===== src/rtl/tmr_regs_pkg.sv =====
package tmr_regs_pkg;
  localparam int REG_W   = 16;
  localparam int N_REGS  = 3;
  localparam int REG_CTRL = 0;
  localparam int REG_CNT  = 1;
  localparam int REG_PRD  = 2;

  localparam int B_EN    = 15;
  localparam int B_FRZ   = 14;
  localparam int B_SIDL  = 13;
  localparam int B_WDIS  = 12;
  localparam int B_WIP   = 11;
  localparam int B_GATE  = 7;
  localparam int B_PS_HI = 5;
  localparam int B_PS_LO = 4;
  localparam int B_SYNC  = 2;
  localparam int B_SRC   = 1;

  // writable control bits: everything implemented except the read-only flag
  localparam logic [REG_W-1:0] CTRL_WMASK = REG_W'(
      (1 << B_EN) | (1 << B_FRZ) | (1 << B_SIDL) | (1 << B_WDIS) |
      (1 << B_GATE) | (1 << B_PS_HI) | (1 << B_PS_LO) | (1 << B_SYNC) | (1 << B_SRC));
  localparam logic [REG_W-1:0] ALL_ONES = '1;

  typedef enum logic [1:0] {
    OP_WR  = 2'd0,
    OP_CLR = 2'd1,
    OP_SET = 2'd2,
    OP_INV = 2'd3
  } alias_op_e;
endpackage


===== src/rtl/tmr_addr_decode.sv =====
module tmr_addr_decode
  import tmr_regs_pkg::*;
#(
  parameter int ADDR_W = 8,
  parameter int NREG   = N_REGS
) (
  input  logic [ADDR_W-1:0] addr_i,
  output logic [NREG-1:0]   sel_o,
  output alias_op_e         op_o
);
  localparam int IDX_W = ADDR_W - 4;

  logic [IDX_W-1:0] idx;
  logic             aligned;

  assign idx     = addr_i[ADDR_W-1:4];
  assign aligned = (addr_i[1:0] == 2'b00);
  assign op_o    = alias_op_e'(addr_i[3:2]);

  for (genvar i = 0; i < NREG; i++) begin : g_sel
    assign sel_o[i] = aligned && (idx == IDX_W'(i));
  end
endmodule


===== src/rtl/tmr_alias_reg.sv =====
module tmr_alias_reg
  import tmr_regs_pkg::*;
#(
  parameter int              W     = REG_W,
  parameter logic [W-1:0]    WMASK = '1,
  parameter logic [W-1:0]    RST   = '0
) (
  input  logic         clk_i,
  input  logic         rst_ni,
  input  logic         hit_i,
  input  alias_op_e    op_i,
  input  logic [W-1:0] wdata_i,
  input  logic [W-1:0] cur_i,
  output logic [W-1:0] q_o,
  output logic         wr_o
);
  logic [W-1:0] res, nxt;

  always_comb begin
    unique case (op_i)
      OP_WR:   res = wdata_i;
      OP_CLR:  res = cur_i & ~wdata_i;
      OP_SET:  res = cur_i | wdata_i;
      default: res = cur_i ^ wdata_i;
    endcase
    nxt = (res & WMASK) | (cur_i & ~WMASK);
  end

  always_ff @(posedge clk_i or negedge rst_ni) begin
    if (!rst_ni) begin
      q_o  <= RST;
      wr_o <= 1'b0;
    end else begin
      wr_o <= hit_i;
      if (hit_i) q_o <= nxt;
    end
  end
endmodule


===== src/rtl/tmr_read_mux.sv =====
module tmr_read_mux
  import tmr_regs_pkg::*;
(
  input  logic [N_REGS-1:0] sel_i,
  input  logic [REG_W-1:0]  ctrl_q_i,
  input  logic [REG_W-1:0]  cnt_i,
  input  logic [REG_W-1:0]  prd_q_i,
  input  logic              wip_i,
  output logic [REG_W-1:0]  rdata_o
);
  logic [REG_W-1:0] ctrl_view;
  logic             src, sync_on;

  assign src     = ctrl_q_i[B_SRC];
  assign sync_on = ctrl_q_i[B_SYNC];

  always_comb begin
    ctrl_view = ctrl_q_i & CTRL_WMASK;
    if (src)  ctrl_view[B_GATE] = 1'b0;
    else      ctrl_view[B_SYNC] = 1'b0;
    ctrl_view[B_WIP] = wip_i && src && !sync_on;
  end

  assign rdata_o = ({REG_W{sel_i[REG_CTRL]}} & ctrl_view) |
                   ({REG_W{sel_i[REG_CNT]}}  & cnt_i)     |
                   ({REG_W{sel_i[REG_PRD]}}  & prd_q_i);
endmodule


===== src/rtl/tmr_reg_bank.sv =====
module tmr_reg_bank
  import tmr_regs_pkg::*;
#(
  parameter int ADDR_W = 8
) (
  input  logic              clk_i,
  input  logic              rst_ni,
  input  logic [ADDR_W-1:0] addr_i,
  input  logic              we_i,
  input  logic [REG_W-1:0]  wdata_i,
  output logic [REG_W-1:0]  rdata_o,
  output logic [REG_W-1:0]  ctrl_o,
  output logic [REG_W-1:0]  prd_o,
  output logic              prd_wr_o,
  input  logic [REG_W-1:0]  cnt_i,
  output logic [REG_W-1:0]  cnt_wdata_o,
  output logic              cnt_wr_o,
  input  logic              wip_i
);
  logic [N_REGS-1:0] sel;
  alias_op_e         op;
  logic [REG_W-1:0]  q   [N_REGS];
  logic              wr  [N_REGS];

  tmr_addr_decode #(.ADDR_W(ADDR_W), .NREG(N_REGS)) u_dec (
    .addr_i (addr_i),
    .sel_o  (sel),
    .op_o   (op)
  );

  for (genvar i = 0; i < N_REGS; i++) begin : g_reg
    localparam logic [REG_W-1:0] WM  = (i == REG_CTRL) ? CTRL_WMASK : ALL_ONES;
    localparam logic [REG_W-1:0] RV  = (i == REG_PRD)  ? ALL_ONES   : '0;
    logic [REG_W-1:0] cur;
    if (i == REG_CNT) begin : g_live
      assign cur = cnt_i;          // aliases act on the core's live count
    end else begin : g_own
      assign cur = q[i];
    end
    tmr_alias_reg #(.W(REG_W), .WMASK(WM), .RST(RV)) u_reg (
      .clk_i   (clk_i),
      .rst_ni  (rst_ni),
      .hit_i   (we_i && sel[i]),
      .op_i    (op),
      .wdata_i (wdata_i),
      .cur_i   (cur),
      .q_o     (q[i]),
      .wr_o    (wr[i])
    );
  end

  tmr_read_mux u_rd (
    .sel_i    (sel),
    .ctrl_q_i (q[REG_CTRL]),
    .cnt_i    (cnt_i),
    .prd_q_i  (q[REG_PRD]),
    .wip_i    (wip_i),
    .rdata_o  (rdata_o)
  );

  assign ctrl_o      = q[REG_CTRL];
  assign prd_o       = q[REG_PRD];
  assign prd_wr_o    = wr[REG_PRD];
  assign cnt_wdata_o = q[REG_CNT];
  assign cnt_wr_o    = wr[REG_CNT];
endmodule


===== config.mk =====
export PLATFORM = sky130hd
export DESIGN_NAME = tmr_reg_bank
export DESIGN_NICKNAME = d
export VERILOG_FILES = /design/src/rtl/tmr_regs_pkg.sv /design/src/rtl/tmr_addr_decode.sv /design/src/rtl/tmr_alias_reg.sv /design/src/rtl/tmr_read_mux.sv /design/src/rtl/tmr_reg_bank.sv
export SDC_FILE = /design/constraint.sdc
export NUM_CORES = 1
export LEC_CHECK = 0
export BUFFER_PORTS_ARGS = -buffer_cell sky130_fd_sc_hd__buf_2
export CAP_MARGIN = 20
export CORE_MARGIN = 3
export CORE_UTILIZATION = 49
export DETAILED_ROUTE_END_ITERATION = 16
export PLACE_DENSITY = 0.75
export REMOVE_ABC_BUFFERS = 1
export SLEW_MARGIN = 15
export SYNTH_ARGS = -nofsm -noshare
export SYNTH_HDL_FRONTEND = slang
export SYNTH_SLANG_ARGS = --single-unit

===== constraint.sdc =====
create_clock -name clk_i -period 5 [get_ports clk_i]
set_input_delay 1.5 -clock clk_i [delete_from_list [all_inputs] [get_ports clk_i]]
set_output_delay 1.5 -clock clk_i [all_outputs]
set_load 0.02 [all_outputs]

==> reports/metrics.cfg, run 1 <==
[cts]
clock_path_buffers=2
insertion_delay_ns=0.30
clockRootBuffer=clkbuf_8
clock-sinks=43
cts-buffers-inserted=5
clk_pin_slew_worst_paths_ns=0.09
cts_tree=yes
post_cts_buffers=0
htree_levels=2
hold_buffers=0
ctsResizeCount=0

[logic_synthesis]
synth_top_area_share_pct=23.5
syn_area_um2=4360
ys_seq_elements=43
synth.top_cells.by_area=ha_1 (24%), mux4_2 (21%), dfrtp_1 (16%)
synth-seq-area-share_pct=25.2
yosys_warnings=0
synth_common_cells=inv_1 (98), ha_1 (82), mux2_2 (41), mux4_2 (41), dfrtp_1 (27)
syn_inst=370
ys.flop_type=dfrtp_1
synth_edf_count=0
yosysMostFrequentCell=inv_1
synth_cell_types=27
synth_top_area_cell=ha_1
async_reset_ff_share_pct=100
synth.avg_cell_area_um2=11.8

[status]
status=finished clean

[critical_path]
cp.required_ns=3.50
critPathLaunchType=input port
worstPathArrival_ns=3.04
worstSetupPathType=input port to output port
cp_max_fo=8
crit_path_end_kind=output port

[grt]
grt_pass1_wl_um=16000
grt_overflow=0
antenna_found_initial=0
track_usage_pct=20.0
grt_pass1_vias=3221
grt_max_degree=37

[layout]
drive_above_1_share_pct=46.6
n_antenna_cell=0
area_growth_pct=16.5
nFillCells=711
final_nets=593

[floorplanning]
core_um2=8420
start_util_pct=51.7
die_area_um2=10100
die_x_um=100
die_h_um=100
io_pins=110
rows=33

[placed_design]
routabilityCongestion=0.798
io_buffers=102
hpwl_um=7260

[detailed_routing]
route.met2.wl_um=4860
top_layer=met4
route.met3.wl_um=447
viasPerCell=5.44
wl_met1_um=4150
vias=3117
remaining_drc_errors=0
drt_first_pass_iters=4
avgRoutedWirePerCell_um=16.7
drt-initial-drc-count=66
drtAntennaViolNets=0
totalWireLength_um=9570

[power_and_ir_drop]
power.clock.fraction_pct=28.1
p_switching_uw=392
combPwrFrac_pct=33.4
leakagePower_uw=0.00272
power.total_uw=1190
p_int_uw=796
sw_frac_of_total_pct=33.0
seq_power_share_pct=38.5
powerDensity_nw_per_um2=234
irDropWorstVdd_mv=0.123

[timing]
skew_ns=0
timing.final.max_slew_violations=0
finalHoldViolations=0
tns_ns=0
setup_viol=0
fin_crit_sh_pct=90.7
final.min_clock_period_ns=4.54
worstMarginPinSlew_ns=1.04
timing.fmax_mhz=220
rsz0062_at_grt=no
slew_headroom_pct=31.0

[hold_path]
hp-class=flop to flop

[run]
drv_cap=0

-- state kept, by name, summed over array words and instances, names as in the netlist --
name,cells
g.u_reg.wr_o,2
g.u_reg.q_o,41
-- logic make-up (layout without fill, tap and decap cells) --
family,count (synthesis),in the layout,synth area share (%)
compound gates,19,19,3.65
fa+ha+maj,82,82,23.5
buf+inv,123,215,11.5
flops,43,43,25.2
mux,89,89,33.4
other cells,1,7,0.0861
simple gates,13,13,2.64
-- critical path, stage by stage --
cell and delay [ns]:
buf_2 0.10, nor4_1 0.41, and2_1 0.46, buf_4 0.25, o2bb2ai_1 0.12, buf_2 0.19
-- layer usage --
layer | GRT usage (%) | vias up
li1 | - | 1444
met1 | 25.3 | 1585
met2 | 36.3 | 77
met3 | 3.06 | 11
met4 | 4.15 | 0
met5 | 0 | -
-- area by class of cell --
class	count	area (µm²)	area share, %
multi-input cells	210	2780	54.8
repair buffers	109	563	11.1
clock inverters	3	67.6	1.33
inverters	98	368	7.25
flip-flops and latches	43	1100	21.6
well taps	105	131	2.59
clock buffers	5	68.8	1.36
-- path summary, 6_finish.rpt --
check / start / end / slack, ns / cells after the start
min: g_reg[1].u_reg.q_o[4] / g_reg[1].u_reg.q_o[4] / 0.51 / 1
min reg2reg: g_reg[1].u_reg.q_o[4] / g_reg[1].u_reg.q_o[4] / 0.51 / 1
min in group asynchronous: rst_ni / g_reg[1].u_reg.q_o[6] / 1.06 / 1
max: addr_i[1] / rdata_o[15] / 0.46 / 6
max in group asynchronous: rst_ni / g_reg[2].u_reg.q_o[4] / 3.18 / 2
max reg2reg: g_reg[2].u_reg.q_o[14] / g_reg[2].u_reg.q_o[14] / 3.27 / 4
-- through the flow --
| step | utilization [%] | area [µm²] | worst slack [ns] | cells | hold slack [ns] |
|---|---|---|---|---|---|
| after floorplan | - | 4250 | 0.647 | 351 | 0.636 |
| after global placement | 58.6 | 4940 | 0.479 | 565 | 0.485 |
| after detailed placement | 58.6 | 4940 | 0.457 | 565 | 0.496 |
| after CTS | 60.3 | 5080 | 0.457 | 573 | 0.515 |
| after global routing | 60.3 | 5080 | 0.327 | 573 | 0.531 |
| final | 60.3 | 5080 | 0.465 | 573 | 0.510 |
-- cells in the final DEF (no fill, tap or decap) --
cell / Yosys / routed
buf_2: 8 / 102
inv_1: 98 / 98
ha_1: 82 / 82
mux4_2: 41 / 41
mux2_2: 41 / 41
dfrtp_1: 27 / 27
dfstp_2: 16 / 16
o2bb2ai_1: 10 / 10
mux2i_1: 7 / 7
conb_1: 1 / 7
buf_4: 8 / 7
a22o_1: 6 / 6
clkbuf_8: 0 / 5
a21oi_1: 2 / 2
nor3b_1: 2 / 2
nand2_1: 2 / 2
bufinv_16: 0 / 2
nor4_1: 1 / 1
nor2b_1: 1 / 1
and2_1: 1 / 1
nand2b_1: 1 / 1
nor4bb_1: 1 / 1
or4_4: 1 / 1
o31a_1: 1 / 1
nor3_4: 1 / 1
and3_1: 1 / 1
nor4b_4: 1 / 1
clkinvlp_4: 0 / 1
-- power groups by stage --
stage | logic, µW | clock network [µW] | registers, µW
5_1_grt | 445 | 353 | 467
3_5_place_dp | 403 | 0 | 464
6_report | 397 | 334 | 458
3_3_place_gp | 378 | 0 | 460
2_1_floorplan | 197 | 0 | 513
4_1_cts | 405 | 339 | 458
Power figures use the tool's default switching activity.
==> inputs of run 2 (changes only) <==
Clock period 5 ns to 4.28 ns, I/O delays scaled along.
==> run 2 against run 1 <==
  * Worst hold slack got worse by 0.0047 ns
  * Cell area barely moved
  * Clock power down 12%
  * Total power is 9.0% higher
  * Count of clock-buffer cells in the layout up 2
  * Register-to-register slack got worse by 0.71 ns
  * Sequential cell count unchanged
  * Via count is 0.67% lower
  * First-iteration DRC count increased by 15%
  * Sequential share of layout area about the same
  * Sequential power up 17%
  * Cell count grew 0.52%
==> reports/metrics.cfg, run 2 (same netlist as run 1, synthesis figures left out) <==
[status]
status=finished clean

[cts]
hold_buffers=0
cts-buffers-inserted=5
insertion_delay_ns=0.29
htree_levels=2
clock-sinks=43
post_cts_buffers=0
ctsResizeCount=0
clk_pin_slew_worst_paths_ns=0.08
clock_path_buffers=2
clockRootBuffer=clkbuf_8
cts_tree=yes

[detailed_routing]
drtAntennaViolNets=0
drt-initial-drc-count=76
drt_first_pass_iters=4
vias=3096
avgRoutedWirePerCell_um=16.6
remaining_drc_errors=0
totalWireLength_um=9580
viasPerCell=5.38

[critical_path]
r2r-end=g_reg[2].u_reg.q_o[9]
endpoint=rdata_o[0]
worstPathBufferInverterCount=3
cp.required_ns=3.00
max_stage_delay_ns=0.57
cp_max_fo=6
worstSetupPathType=input port to output port
r2r_start=g_reg[2].u_reg.q_o[9]
startpoint=addr_i[1]
crit_top_cell=buf_2
crit_family=simple AND/OR/NAND/NOR gates
reg2reg_depth=4
worst_path_max_delay_cell=or4_4
regToRegSetupSlack_ns=2.56
cp.depth=6
crit_path_end_kind=output port
worstPathArrival_ns=2.71
critPathLaunchType=input port
path_cells=buf_2 > or4_4 > nor3b_1 > buf_4 > a22o_1 > buf_2

[timing]
finalHoldViolations=0
tns_ns=0
rsz0062_at_grt=no
worstMarginPinSlew_ns=0.787
skew_ns=0
slew_headroom_pct=47.3
fin_crit_sh_pct=93.3
setup_viol=0
timing.final.max_slew_violations=0
final.min_clock_period_ns=3.99
timing.fmax_mhz=250

[floorplanning]
die_h_um=100
core_um2=8420
die_x_um=100
io_pins=110
die_area_um2=10100
start_util_pct=51.7
rows=33

[grt]
grt_pass1_wl_um=16400
grt_overflow=0
antenna_found_initial=0
grt_pass1_vias=3330
track_usage_pct=20.4
grt_max_degree=32

[placed_design]
routabilityCongestion=0.774
postPlaceCellArea_um2=4970
io_buffers=102
hpwl_um=7480

[layout]
final_nets=596
post-route-cell-area_um2=5080
top_register=g.u_reg.q_o
final_common_cell=buf_2
post-route-util_pct=60.3
largest_reg_flops=41
layout_common_cells=buf_2 (102), inv_1 (98), ha_1 (82)
drive_above_1_share_pct=46.9
top_regs=g.u_reg.q_o (41), g.u_reg.wr_o (2)
n_antenna_cell=0
area_growth_pct=16.6

[run]
drv_cap=0

[power_and_ir_drop]
irDropWorstVdd_mv=0.127
leakagePower_uw=0.00273
powerDensity_nw_per_um2=255

[hold_path]
hp-class=flop to flop

run 2: layer usage:
metal	wire [µm]	GRT usage (%)	up-vias	share of wire [%]
met2	4930	36.7	83	51
met3	577	3.20	6	6.0
met5	0	0	-	0
met1	4000	26.0	1555	42
met4	79	3.83	0	0.82
li1	-	-	1452	-
run 2: layout make-up:
class	count	area (µm²)
Inverter	98	368
Sequential cell	43	1100
Timing Repair Buffer	112	598
Fill cell	695	3340
Clock buffer	7	96.3
Tap cell	105	131
Clock inverter	1	7.51
Multi-Input combinational cell	210	2780
run 2: power breakdown:
part / leakage (µW) / internal [µW] / switching (µW)
sequential: 0.000528 / 477 / 57.0
combinational: 0.00215 / 222 / 244
clock: 0.0000505 / 147 / 148
total: 0.00273 / 847 / 449
run 2: worst min-delay path by stage:
stage	from	to	slack, ns	cells after the start
4_1_cts	g_reg[1].u_reg.q_o[7]	g_reg[1].u_reg.q_o[7]	0.51	1
6_report	g_reg[1].u_reg.q_o[7]	g_reg[1].u_reg.q_o[7]	0.50	1
3_5_place_dp	g_reg[1].u_reg.q_o[2]	g_reg[1].u_reg.q_o[2]	0.49	1
2_1_floorplan	g_reg[1].u_reg.q_o[0]	g_reg[1].u_reg.q_o[0]	0.64	1
3_3_place_gp	g_reg[1].u_reg.q_o[7]	g_reg[1].u_reg.q_o[7]	0.48	1
5_1_grt	g_reg[1].u_reg.q_o[0]	g_reg[1].u_reg.q_o[0]	0.53	1
run 2: worst reg2reg max path: cells and delay by family (launching register included):
family	cells	cell delay, ns
adders and majority gates	1	0.26
DFF	1	0.58
buffers and inverters	1	0.05
muxes	2	0.76
run 2: stage by stage:
step / setup WS, ns / hold slack (ns) / total power (µW) / std cells
final: 0.286 / 0.505 / 1300 / 576
after global routing: 0.0906 / 0.531 / 1390 / 576
after CTS: 0.290 / 0.511 / 1320 / 576
after detailed placement: 0.298 / 0.491 / 1010 / 568
after global placement: 0.335 / 0.485 / 981 / 568
after floorplan: 0.359 / 0.636 / 829 / 351
